### config.mk
export PLATFORM = sky130hd
export DESIGN_NAME = mram_bus_ctrl
export DESIGN_NICKNAME = d
export VERILOG_FILES = /design/src/rtl/mram_ctrl_pkg.sv /design/src/rtl/mram_ctrl_fsm.sv /design/src/rtl/mram_ctrl_dp.sv /design/src/rtl/mram_bus_ctrl.sv
export SDC_FILE = /design/constraint.sdc
export NUM_CORES = 1
export LEC_CHECK = 0
export CELL_PAD_IN_SITES_DETAIL_PLACEMENT = 1
export CELL_PAD_IN_SITES_GLOBAL_PLACEMENT = 1
export CORE_MARGIN = 5
export CORE_UTILIZATION = 51
export DETAILED_ROUTE_END_ITERATION = 10
export DONT_BUFFER_PORTS = 1
export GPL_ROUTABILITY_DRIVEN = 0
export PLACE_DENSITY_LB_ADDON = 0.1
export SYNTH_ARGS = -nofsm -noshare
export SYNTH_HDL_FRONTEND = slang
export SYNTH_SLANG_ARGS = --single-unit
### constraint.sdc
create_clock -name clk -period 2.8 [get_ports clk]
set_input_delay 0.56 -clock clk [delete_from_list [all_inputs] [get_ports clk]]
set_output_delay 0.56 -clock clk [all_outputs]
set_load 0.02 [all_outputs]
### src/rtl/mram_ctrl_pkg.sv
package mram_ctrl_pkg;

  typedef enum logic [2:0] {
    ST_IDLE,
    ST_RD,
    ST_WG,
    ST_WD,
    ST_WH,
    ST_TURN
  } phase_e;

  typedef struct packed {
    logic latchReq;
    logic ceOn;
    logic weOn;
    logic oeOn;
    logic dqDrive;
    logic captureRd;
    logic finishWr;
  } strobe_t;

  // linear selector -> physical die: 00->0, 01->1, 10->3, 11->2
  function automatic logic [1:0] mapDie(input logic [1:0] sel);
    return {sel[1], sel[1] ^ sel[0]};
  endfunction

endpackage

### src/rtl/mram_ctrl_fsm.sv
module mram_ctrl_fsm
  import mram_ctrl_pkg::*;
#(
  parameter int ACC_CYC  = 4,
  parameter int HIZ_CYC  = 2,
  parameter int WPW_CYC  = 3,
  parameter int TURN_CYC = 2
) (
  input  logic    clk,
  input  logic    rstN,
  input  logic    reqValid,
  input  logic    reqWrite,
  output logic    reqReady,
  output strobe_t stb
);

  localparam int MAX_AB = (ACC_CYC > HIZ_CYC) ? ACC_CYC : HIZ_CYC;
  localparam int MAX_CD = (WPW_CYC > TURN_CYC) ? WPW_CYC : TURN_CYC;
  localparam int MAX_C  = (MAX_AB > MAX_CD) ? MAX_AB : MAX_CD;
  localparam int CNT_W  = $clog2(MAX_C + 1);
  localparam int WE_LOW = HIZ_CYC + WPW_CYC;
  localparam int RUN_W  = $clog2(WE_LOW + 2);

  phase_e state;
  logic [CNT_W-1:0] cnt;
  logic cntDone;

  assign cntDone = (cnt == '0);

  always_ff @(posedge clk or negedge rstN) begin
    if (!rstN) begin
      state <= ST_IDLE;
      cnt   <= '0;
    end else begin
      case (state)
        ST_IDLE: if (reqValid) begin
          state <= reqWrite ? ST_WG : ST_RD;
          cnt   <= reqWrite ? CNT_W'(HIZ_CYC - 1) : CNT_W'(ACC_CYC - 1);
        end
        ST_RD: if (cntDone) begin
          state <= ST_TURN;
          cnt   <= CNT_W'(TURN_CYC - 1);
        end else cnt <= cnt - 1'b1;
        ST_WG: if (cntDone) begin
          state <= ST_WD;
          cnt   <= CNT_W'(WPW_CYC - 1);
        end else cnt <= cnt - 1'b1;
        ST_WD: if (cntDone) state <= ST_WH;
               else cnt <= cnt - 1'b1;
        ST_WH: begin
          state <= ST_TURN;
          cnt   <= CNT_W'(TURN_CYC - 1);
        end
        ST_TURN: if (cntDone) state <= ST_IDLE;
                 else cnt <= cnt - 1'b1;
        default: state <= ST_IDLE;
      endcase
    end
  end

  always_comb begin
    stb           = '0;
    stb.latchReq  = (state == ST_IDLE) && reqValid;
    stb.ceOn      = (state == ST_RD) || (state == ST_WG) ||
                    (state == ST_WD) || (state == ST_WH);
    stb.weOn      = (state == ST_WG) || (state == ST_WD);
    stb.oeOn      = (state == ST_RD);
    stb.dqDrive   = (state == ST_WD) || (state == ST_WH);
    stb.captureRd = (state == ST_RD) && cntDone;
    stb.finishWr  = (state == ST_WH);
  end

  assign reqReady = (state == ST_IDLE);

  // run length of the write strobe, used only by the checks below
  logic [RUN_W-1:0] weRun;
  always_ff @(posedge clk or negedge rstN) begin
    if (!rstN)          weRun <= '0;
    else if (stb.weOn)  weRun <= weRun + 1'b1;
    else                weRun <= '0;
  end

  AST_DRIVE_AFTER_GUARD: assert property (@(posedge clk) disable iff (!rstN)
    $rose(stb.dqDrive) |-> (weRun == RUN_W'(HIZ_CYC)) && stb.weOn)
    else $error("data driven before guard");

  AST_WE_WIDTH: assert property (@(posedge clk) disable iff (!rstN)
    $fell(stb.weOn) |-> (weRun == RUN_W'(WE_LOW)) && stb.ceOn)
    else $error("write strobe width");

  AST_READY_ONLY_IDLE: assert property (@(posedge clk) disable iff (!rstN)
    reqReady |-> !stb.ceOn && !stb.dqDrive)
    else $error("ready while busy");

endmodule

### src/rtl/mram_ctrl_dp.sv
module mram_ctrl_dp
  import mram_ctrl_pkg::*;
#(
  parameter int ADDR_W = 23,
  parameter int OFF_W  = 21,
  parameter int DATA_W = 8,
  parameter int DIES   = 4
) (
  input  logic              clk,
  input  logic              rstN,
  input  strobe_t           stb,
  input  logic [ADDR_W-1:0] reqAddr,
  input  logic [DATA_W-1:0] reqWdata,
  input  logic [DATA_W-1:0] memDqIn,
  input  logic              memMbeN,
  output logic [DIES-1:0]   memCeN,
  output logic              memWeN,
  output logic              memOeN,
  output logic [OFF_W-1:0]  memAddr,
  output logic [DATA_W-1:0] memDqOut,
  output logic              memDqOe,
  output logic              rspValid,
  output logic [DATA_W-1:0] rspRdata,
  output logic              rspErr
);

  localparam int SEL_W = ADDR_W - OFF_W;

  logic [OFF_W-1:0]  addrQ;
  logic [SEL_W-1:0]  dieQ;
  logic [DATA_W-1:0] dataQ;

  always_ff @(posedge clk or negedge rstN) begin
    if (!rstN) begin
      addrQ <= '0;
      dieQ  <= '0;
      dataQ <= '0;
    end else if (stb.latchReq) begin
      addrQ <= reqAddr[OFF_W-1:0];
      dieQ  <= mapDie(reqAddr[ADDR_W-1:OFF_W]);
      dataQ <= reqWdata;
    end
  end

  always_ff @(posedge clk or negedge rstN) begin
    if (!rstN) begin
      rspValid <= 1'b0;
      rspRdata <= '0;
      rspErr   <= 1'b0;
    end else begin
      rspValid <= stb.captureRd || stb.finishWr;
      if (stb.captureRd) begin
        rspRdata <= memDqIn;
        rspErr   <= !memMbeN;
      end else if (stb.finishWr) begin
        rspRdata <= '0;
        rspErr   <= 1'b0;
      end
    end
  end

  for (genvar d = 0; d < DIES; d++) begin : g_ce
    assign memCeN[d] = !(stb.ceOn && (dieQ == SEL_W'(d)));
  end

  assign memWeN   = !stb.weOn;
  assign memOeN   = !stb.oeOn;
  assign memAddr  = addrQ;
  assign memDqOut = dataQ;
  assign memDqOe  = stb.dqDrive;

  AST_CE_ONEHOT: assert property (@(posedge clk) disable iff (!rstN)
    $onehot0(~memCeN))
    else $error("two enables low");

  AST_ADDR_STABLE: assert property (@(posedge clk) disable iff (!rstN)
    (!(&memCeN) && $past(!(&memCeN))) |-> $stable(memAddr))
    else $error("address moved in cycle");

  AST_OE_READ_ONLY: assert property (@(posedge clk) disable iff (!rstN)
    !memOeN |-> memWeN && !(&memCeN))
    else $error("output enable outside read");

  AST_WE_NEEDS_CE: assert property (@(posedge clk) disable iff (!rstN)
    !memWeN |-> !(&memCeN) && memOeN)
    else $error("write strobe without enable");

  AST_NO_CONTENTION: assert property (@(posedge clk) disable iff (!rstN)
    memDqOe |-> memOeN)
    else $error("bus contention");

endmodule

### src/rtl/mram_bus_ctrl.sv
module mram_bus_ctrl
  import mram_ctrl_pkg::*;
#(
  parameter int ACC_CYC  = 4,
  parameter int HIZ_CYC  = 2,
  parameter int WPW_CYC  = 3,
  parameter int TURN_CYC = 2
) (
  input  logic        clk,
  input  logic        rstN,
  input  logic        reqValid,
  input  logic        reqWrite,
  input  logic [22:0] reqAddr,
  input  logic [7:0]  reqWdata,
  output logic        reqReady,
  output logic        rspValid,
  output logic [7:0]  rspRdata,
  output logic        rspErr,
  output logic [3:0]  memCeN,
  output logic        memWeN,
  output logic        memOeN,
  output logic [20:0] memAddr,
  output logic [7:0]  memDqOut,
  output logic        memDqOe,
  input  logic [7:0]  memDqIn,
  input  logic        memMbeN
);

  strobe_t stb;

  mram_ctrl_fsm #(
    .ACC_CYC(ACC_CYC), .HIZ_CYC(HIZ_CYC),
    .WPW_CYC(WPW_CYC), .TURN_CYC(TURN_CYC)
  ) u_fsm (
    .clk(clk), .rstN(rstN), .reqValid(reqValid), .reqWrite(reqWrite),
    .reqReady(reqReady), .stb(stb)
  );

  mram_ctrl_dp #(
    .ADDR_W(23), .OFF_W(21), .DATA_W(8), .DIES(4)
  ) u_dp (
    .clk(clk), .rstN(rstN), .stb(stb), .reqAddr(reqAddr), .reqWdata(reqWdata),
    .memDqIn(memDqIn), .memMbeN(memMbeN), .memCeN(memCeN), .memWeN(memWeN),
    .memOeN(memOeN), .memAddr(memAddr), .memDqOut(memDqOut), .memDqOe(memDqOe),
    .rspValid(rspValid), .rspRdata(rspRdata), .rspErr(rspErr)
  );

  AST_IDLE_QUIET: assert property (@(posedge clk) disable iff (!rstN)
    reqReady |-> (&memCeN) && memWeN && memOeN && !memDqOe)
    else $error("pins active while idle");

  AST_RSP_OUTSIDE_IDLE: assert property (@(posedge clk) disable iff (!rstN)
    rspValid |-> !reqReady && (&memCeN))
    else $error("response timing");

endmodule

Yosys cells after proc, flatten, opt, wreduce, memory -nomap -nowiden
Index checks and enable logic that the tools add are counted.
{"block": "word_totals", "reg_bits": 47, "output_inout_bits": 47, "word_cells": 68}
{"block": "op_classes", "n_addsub": 1, "eq_ne": 14, "n_mux": 17, "n_bitwise": 1, "n_reduce_logical": 27}
{"cell": "$mux 3", "count": 9}
{"cell": "$pmux 3 s6", "count": 1}
{"cell": "$mux 8", "count": 2}
{"cell": "$pmux 3 s5", "count": 1}
{"cell": "$logic_not 1->1", "count": 7}
{"cell": "$eq 3x2->1 const B", "count": 2}
{"cell": "$eq 3x3->1 const B", "count": 2}
{"cell": "$logic_and 1x1->1", "count": 6}
{"cell": "$logic_not 3->1", "count": 2}
{"cell": "$logic_or 1x1->1", "count": 6}
{"cell": "$ne 2x1->1 const B", "count": 3}
{"cell": "$ne 2x2->1 const B", "count": 3}
{"cell": "$reduce_and 5->1", "count": 1}
{"cell": "$reduce_bool 5->1", "count": 1}
{"cell": "$eq 2x2->1 const B", "count": 2}
{"cell": "$mux 2", "count": 2}
{"cell": "$eq 3x1->1 const B", "count": 1}
{"cell": "$reduce_and 3->1", "count": 1}
{"cell": "$sub 3x1->3 const B", "count": 1}
{"cell": "$eq 2x1->1 const B", "count": 1}
{"cell": "$logic_not 2->1", "count": 1}
{"cell": "$mux 1", "count": 2}
{"cell": "$reduce_bool 2->1", "count": 1}
{"cell": "$reduce_or 2->1", "count": 1}
{"cell": "$xor 1x1->1", "count": 1}

Longest topological paths before layout
Gate-level depths: netlist of the first run.
{"block": "logic_depth", "ltp_word": 6, "mapped_depth": 7, "ltp_nobuf": 6}

Cells and area by module
From an unflattened synthesis of the first run, not the netlist that was laid out.
{"block": "unflattened", "hier_cells": 159, "hier_area_um2": 2189.6}
{"mod": "mram_ctrl_dp", "n_inst": 1, "cells_per_inst": 98, "area_per_inst_um2": 1704.1}
{"mod": "mram_ctrl_fsm", "n_inst": 1, "cells_per_inst": 61, "area_per_inst_um2": 485.5}

Worst setup path before layout of the first run
Ideal clock, no wire load.
{"block": "synth_path", "kind": "flip-flop to output port", "from": "register u_fsm.state[0]", "to": "output memCeN[2]", "arrival_ns": 1.260, "path_slack_ns": 0.980, "stages_incl_launch_ff": 5, "path_buffers": 1, "cell_sequence": "dfrtp_1 -> or3_1 -> buf_2 -> and2_1 -> nand3b_1"}
{"block": "synth_between", "elab_chain_cells": 6, "elab_cells_between_ends": 9, "classes_between": "eq/ne: 4; reduce/logical: 5"}
{"element": "start: declaration", "line": "mram_ctrl_fsm.sv:24", "text": "phase_e state;"}
{"element": "start signal: assignment", "line": "mram_ctrl_fsm.sv:37", "text": "state <= reqWrite ? ST_WG : ST_RD;"}
{"element": "$eq 3x1->1 or $eq 3x2->1 (tied branches)", "line": "mram_ctrl_fsm.sv:64", "text": "stb.ceOn = (state == ST_RD) || (state == ST_WG) ||"}
{"element": "$logic_or 1x1->1 (2 in series)", "line": "mram_ctrl_fsm.sv:64"}
{"element": "$logic_or 1x1->1 *", "line": "mram_ctrl_fsm.sv:65", "text": "(state == ST_WD) || (state == ST_WH);"}
{"element": "$logic_and 1x1->1 *", "line": "mram_ctrl_dp.sv:63", "text": "assign memCeN[d] = !(stb.ceOn && (dieQ == SEL_W'(d)));"}
{"element": "$logic_not 1->1 *", "line": "mram_ctrl_dp.sv:63"}
{"element": "end: declaration", "line": "mram_bus_ctrl.sv:19", "text": "output logic [3:0] memCeN,"}
Mark *: on every way between the ends. The rest lies on a longest branch, timed or not.

Worst setup path in the final report of the first run
{"block": "layout_path", "from": "register u_fsm.state[2]", "to": "output memCeN[0]"}
The elaborated chain is that of the path after synthesis.

==> results of run 1 <==
[per-stage QoR]
stage	hold WS (ns)	area, sq um	total power [W]	setup WS [ns]
2_1_floorplan	0.264	2140	0.00237	0.980
3_3_place_gp	0.266	2130	0.00251	0.718
3_5_place_dp	0.266	2130	0.00259	0.613
4_1_cts	0.0929	2270	0.00313	0.319
5_1_grt	0.0806	2270	0.00328	0.244
6_report	0.0909	2270	0.00308	0.360
[power breakdown]
| part | internal (W) | leakage (nW) | switching (W) |
|---|---|---|---|
| clock | 0.000269 | 0.0548 | 0.000242 |
| combinational | 0.000494 | 0.417 | 0.000456 |
| sequential | 0.00100 | 0.570 | 0.000621 |
[metal layers]
layer / vias up / part of all wire (%) / wire, microns / track usage (%)
met4: 0 / 1.3 / 61 / 6.13
met2: 68 / 49 / 2310 / 28.4
met3: 6 / 11 / 525 / 7.34
met1: 621 / 38 / 1790 / 20.0
li1: 560 / - / - / -
met5: - / 0 / 0 / 0
[registers in the layout, summed over array words and instances (netlist names)]
register,cells
u_dp.memAddr,21
u_dp.rspErr,1
u_fsm.cnt,3
u_dp.dieQ,2
u_dp.rspValid,1
u_dp.rspRdata,8
u_dp.memDqOut,8
u_fsm.state,3
[repair_timing]
item                                   4_1_cts  5_1_grt
endpoints found under the hold margin       47        0
setup endpoints to repair                    0        0
hold buffers                                 1        0
[area by class of cell]
class                      instances  area, sq um
multi-input combinational         95          860
clock inverter                     3         46.3
fill                             406         1750
inverter                           9         33.8
tap                               50         62.6
clock buffer                       5         68.8
sequential                        47         1180
timing repair buffer               1         27.5
[placed cells by master, fill, tap and decap left out, types with 2 or more instances in the layout]
cell type and n:
a21oi_1 4, a22o_1 11, clkbuf_8 5, dfrtp_1 47, ha_1 2, inv_1 8
mux2_1 10, mux2_4 20, nand2_1 7, nand2b_1 2, nand3b_1 3, nor2_1 6
nor2b_1 2, o21ai_0 6, o21ai_1 2, or3_1 2
[logic make-up after synthesis]
logic type | count (synthesis) | share of synthesized area, %
flops | 47 | 54.8
buf+inv | 17 | 5.08
mux | 31 | 19.7
compound gates | 31 | 10.9
fa+ha+maj | 2 | 1.17
xor+xnor | 1 | 0.408
simple gates | 30 | 7.93
[final timing paths]
check,startpoint,to,slack [ns]
worst min register to register,u_fsm.cnt[1]$_DFFE_PN0P_,u_fsm.cnt[1]$_DFFE_PN0P_,0.52
max in group asynchronous,rstN,u_fsm.state[2]$_DFFE_PN0P_,2.50
worst max register to register,u_fsm.state[0]$_DFFE_PN0P_,u_dp.memAddr[1]$_DFFE_PN0P_,0.63
worst max-delay path,u_fsm.state[2]$_DFFE_PN0P_,memCeN[0],0.36
worst min-delay path,rstN,u_dp.memDqOut[7]$_DFFE_PN0P_,0.09
min in group clk,reqAddr[7],u_dp.memAddr[7]$_DFFE_PN0P_,0.38
==> reports/metrics.yaml, run 1 <==
yosysWarnings: 0
fmax_ghz: 0.410
final_hold_viol_count: 0
grt_antenna_before_repair: 0
grt_max_degree: 48
clock_sinks: 47
hpwl_mm: 3.49
synth_area_leaders: "dfrtp_1, mux2_4, mux2_1"
yosysTopAreaCell: "dfrtp_1"
yosysUniqueCellTypes: 38
ys_top_cells_by_count: "dfrtp_1, mux2_4, a22o_1"
period_share_pct: 87.1
async_reset_ff_share_pct: 100
worstPathArrival_ns: 1.88
clockBufferDepth: 2
area_delta_synth_final_pct: 6.07
synth_ff_type: "dfrtp_1"
final_cell_count_no_fill: 210
worst_pin_slew_ns: 0.637
yosysSeqAreaShare_pct: 54.8
dr_total_vias: 1255
wire_per_inst_microns: 22.3
fin_skew_ns: 0.00817
die_area_sq_um: 5600
crit_top_cell: "or3_1"
synth.top_cell.area_share_pct: 54.8
cts_resized: 0
ys_ff_latch: 47
place_inst: 201
syn_area_per_cell_sq_um: 13.5
io_pins: 91
reg2reg_depth: 3
p_per_area_nw_per_um2: 1360
tritoncts: "done"
post-synth-top-count-cell: "dfrtp_1"
setup_total_negative_slack_ns: 0
crit_type: "reg -> out"
grt_usage_pct: 17.2
clk_pin_slew_ns: 0.10
wl_mm: 4.69
outcome: "finished clean"
hp-class: "in -> async"
cp_data_required_time_ns: 2.24
rsz0062_at_grt: "false"
finalSetupViolations: 0
cts_buffers: 5
syn_nets: 205
drt-vias-per-instance: 5.98
grt_overflow: 0
cap_violations: 0
cp_slowest_cell: "dfrtp_1"
port_buffers: 0
die_w_microns: 74.8
cpPeakStageDelay_ns: 0.61
fp-row-count: 23
slew_headroom_pct: 57.5
detail-route-antenna-nets: 0
synth_edf_count: 0
synthCells: 159
grt_pass1_wl_mm: 7.21
post_cts_buffers: 0
crit_family: "simple AND/OR/NAND/NOR gates"
drive_above_1_share_pct: 20.6
htree_levels: 2
grt_pass1_vias: 1425
crit_chain: "or3_1, nand2_1, or3_1"
die_y_microns: 74.8
slew_violations: 0
drc_errors: 0
dr.pass1.iters: 4
fin_nets: 205
critPathCaptureType: "primary output"
clockRootBuffer: "clkbuf_8"
core_sq_um: 4030
antennaDiodeCount: 0
period_needed_ns: 2.44
syn_area_sq_um: 2140
clk_latency_ns: 0.30
startpoint_type: "flop"
power.leakage_nw: 1.04
crit_buf_inv: 0
cp.depth: 3
finish.utilization_pct: 56.5
drt_iter0_drc: 45
initial_core_util_pct: 53.2
path_max_fanout: 15
ir_worst_vdd_uv: 602
Power figures use the tool's default switching activity.
==> run 2: changes to the inputs <==
==> constraint.sdc (replaced) <==
create_clock -name clk -period 2.8 [get_ports clk]
set_input_delay 0.56 -clock clk [delete_from_list [all_inputs] [get_ports clk]]
set_output_delay 0.56 -clock clk [all_outputs]
set_load 0.005 [all_outputs]
==> run 2 against run 1 <==
Effect of this change:
- clock-buffer cell count is the same
- sequential power shrank 19%
- via count grew 0.80%
- critical path depth is the same
- design area shrank 1.4%
- combinational power shrank 5.7%
- sequential share of layout area grew 0.75 points
- non-clock buffer count is the same
- register-to-register slack lost 0.02 ns
- critical endpoint unchanged
- highest routed layer unchanged
==> reports/metrics.yaml, run 2 (synthesis gave the netlist of run 1 again) <==
outcome: "finished clean"  # unchanged
power.leakage_nw: 1.03  # was 1.04 nW
whs_ns: 0.114  # was 0.0909 ns
drive_above_1_share_pct: 20.1  # was 20.6%
hpwl_mm: 3.49  # about the same
detail-route-antenna-nets: 0  # unchanged
cp_data_required_time_ns: 2.24  # about the same
reg2reg_depth: 3  # unchanged
slew_headroom_pct: 57.3  # was 57.5%
clk_pin_slew_ns: 0.08  # was 0.10 ns
io_pins: 91  # unchanged
crit_type: "reg -> out"  # unchanged
period_share_pct: 84.1  # was 87.1%
grt_antenna_before_repair: 0  # unchanged
cts_buffers: 5  # unchanged
drt_iter0_drc: 46  # was 45
worstPathArrival_ns: 1.80  # was 1.88 ns
ir_worst_vdd_uv: 468  # was 602 uV
dr_total_vias: 1265  # was 1,255
layout.cells.most_common: "dfrtp_1"  # unchanged
grt_usage_pct: 17.0  # was 17.2%
grt_pass1_wl_mm: 7.13  # was 7.21 mm
clockRootBuffer: "clkbuf_8"  # unchanged
finalSetupViolations: 0  # unchanged
dr.pass1.iters: 3  # was 4
fp-row-count: 23  # unchanged
antennaDiodeCount: 0  # unchanged
clock_sinks: 47  # unchanged
wire_per_inst_microns: 22.3  # about the same
htree_levels: 2  # unchanged
clk_latency_ns: 0.29  # was 0.30 ns
startpoint_type: "flop"  # unchanged
rrSetupSlack_ns: 0.61  # was 0.63 ns
tritoncts: "done"  # unchanged
final_hold_viol_count: 0  # unchanged
post_cts_buffers: 0  # unchanged
grt_max_degree: 48  # unchanged
worst_pin_slew_ns: 0.640  # was 0.637 ns
die_y_microns: 74.8  # unchanged
port_buffers: 0  # unchanged
critPathCaptureType: "primary output"  # unchanged
die_w_microns: 74.8  # unchanged
drc_errors: 0  # unchanged
wl_mm: 4.66  # was 4.69 mm
reg2reg_to: "u_dp.memAddr[5]$_DFFE_PN0P_"  # was u_dp.memAddr[1]$_DFFE_PN0P_
fin_skew_ns: 0.00427  # was 0.00817 ns
r2r_start: "u_fsm.state[0]$_DFFE_PN0P_"  # unchanged
initial_core_util_pct: 53.2  # unchanged
core_sq_um: 4030  # unchanged
cts_resized: 0  # unchanged
grt_overflow: 0  # unchanged
die_area_sq_um: 5600  # unchanged
grt_pass1_vias: 1366  # was 1,425
slew_violations: 0  # unchanged
cap_violations: 0  # unchanged
rsz0062_at_grt: "false"  # unchanged
setup_total_negative_slack_ns: 0  # unchanged
cts_hold_buf: 1  # unchanged
largest_reg_flops: 21  # unchanged
path_max_fanout: 15  # unchanged
clockBufferDepth: 2  # unchanged
period_needed_ns: 2.36  # was 2.44 ns
area_delta_synth_final_pct: 4.55  # was 6.07%
p_per_area_nw_per_um2: 1160  # was 1360 nW/um^2
finish.utilization_pct: 55.7  # was 56.5%
drt-vias-per-instance: 6.05  # was 5.98
fmax_ghz: 0.424  # was 0.410 GHz
fin_nets: 205  # unchanged
final_cell_mix: "dfrtp_1, mux2_4, a22o_1"  # unchanged
hp-class: "in -> async"  # unchanged
==> run 2: changes by cell type in the layout (fill, tap and decap cells not counted) <==
cell | before | now
clkinv_4 | 0 | 1
clkinvlp_4 | 1 | 0
bufinv_16 | 1 | 0
inv_6 | 1 | 0
clkinv_2 | 0 | 1
==> run 2: metrics by stage <==
step	total power, W	cells	area (sq um)	setup slack [ns]
after floorplan	0.00201	159	2140	1.08
after detailed placement	0.00223	201	2130	0.612
after CTS	0.00264	209	2240	0.424
final	0.00260	209	2240	0.444
after global placement	0.00215	201	2130	0.720
after global routing	0.00280	209	2240	0.318
==> run 2: worst max path at each step <==
stage	start	end	depth (start not counted)
finish	u_fsm.state[2]$_DFFE_PN0P_	memCeN[0]	3
global route	u_fsm.state[2]$_DFFE_PN0P_	memCeN[0]	3
CTS	u_fsm.state[2]$_DFFE_PN0P_	memCeN[0]	3
detailed placement	u_fsm.state[0]$_DFFE_PN0P_	u_dp.memDqOut[5]$_DFFE_PN0P_	3
global placement	u_fsm.state[0]$_DFFE_PN0P_	u_dp.memDqOut[5]$_DFFE_PN0P_	3
floorplan	u_fsm.state[0]$_DFFE_PN0P_	memCeN[0]	4
==> run 2: layout make-up <==
type / count / area [sq um]
fill: 407 / 1790
sequential: 47 / 1180
multi-input combinational: 95 / 860
clock buffer: 5 / 68.8
tap: 50 / 62.6
inverter: 9 / 33.8
timing repair buffer: 1 / 27.5
clock inverter: 2 / 13.8
==> run 2: report_power, final <==
part	switching, W	internal (W)	leakage (nW)
Clock	0.000212	0.000171	0.0440
Combinational	0.000400	0.000496	0.417
Sequential	0.000314	0.00100	0.570
==> run 2: worst max-delay path, cell delays in order (launching register included) <==
cell and delay [ns]:
dfrtp_1 0.63, or3_1 0.38, nand2_1 0.13, or3_1 0.36
==> run 2: per-layer routing <==
| layer | GRT usage, % | vias up | wire length [microns] |
|---|---|---|---|
| li1 | - | 561 | - |
| met5 | 0 | - | 0 |
| met1 | 21.3 | 639 | 1840 |
| met4 | 5.53 | 0 | 41 |
| met3 | 5.87 | 4 | 496 |
| met2 | 27.7 | 61 | 2290 |
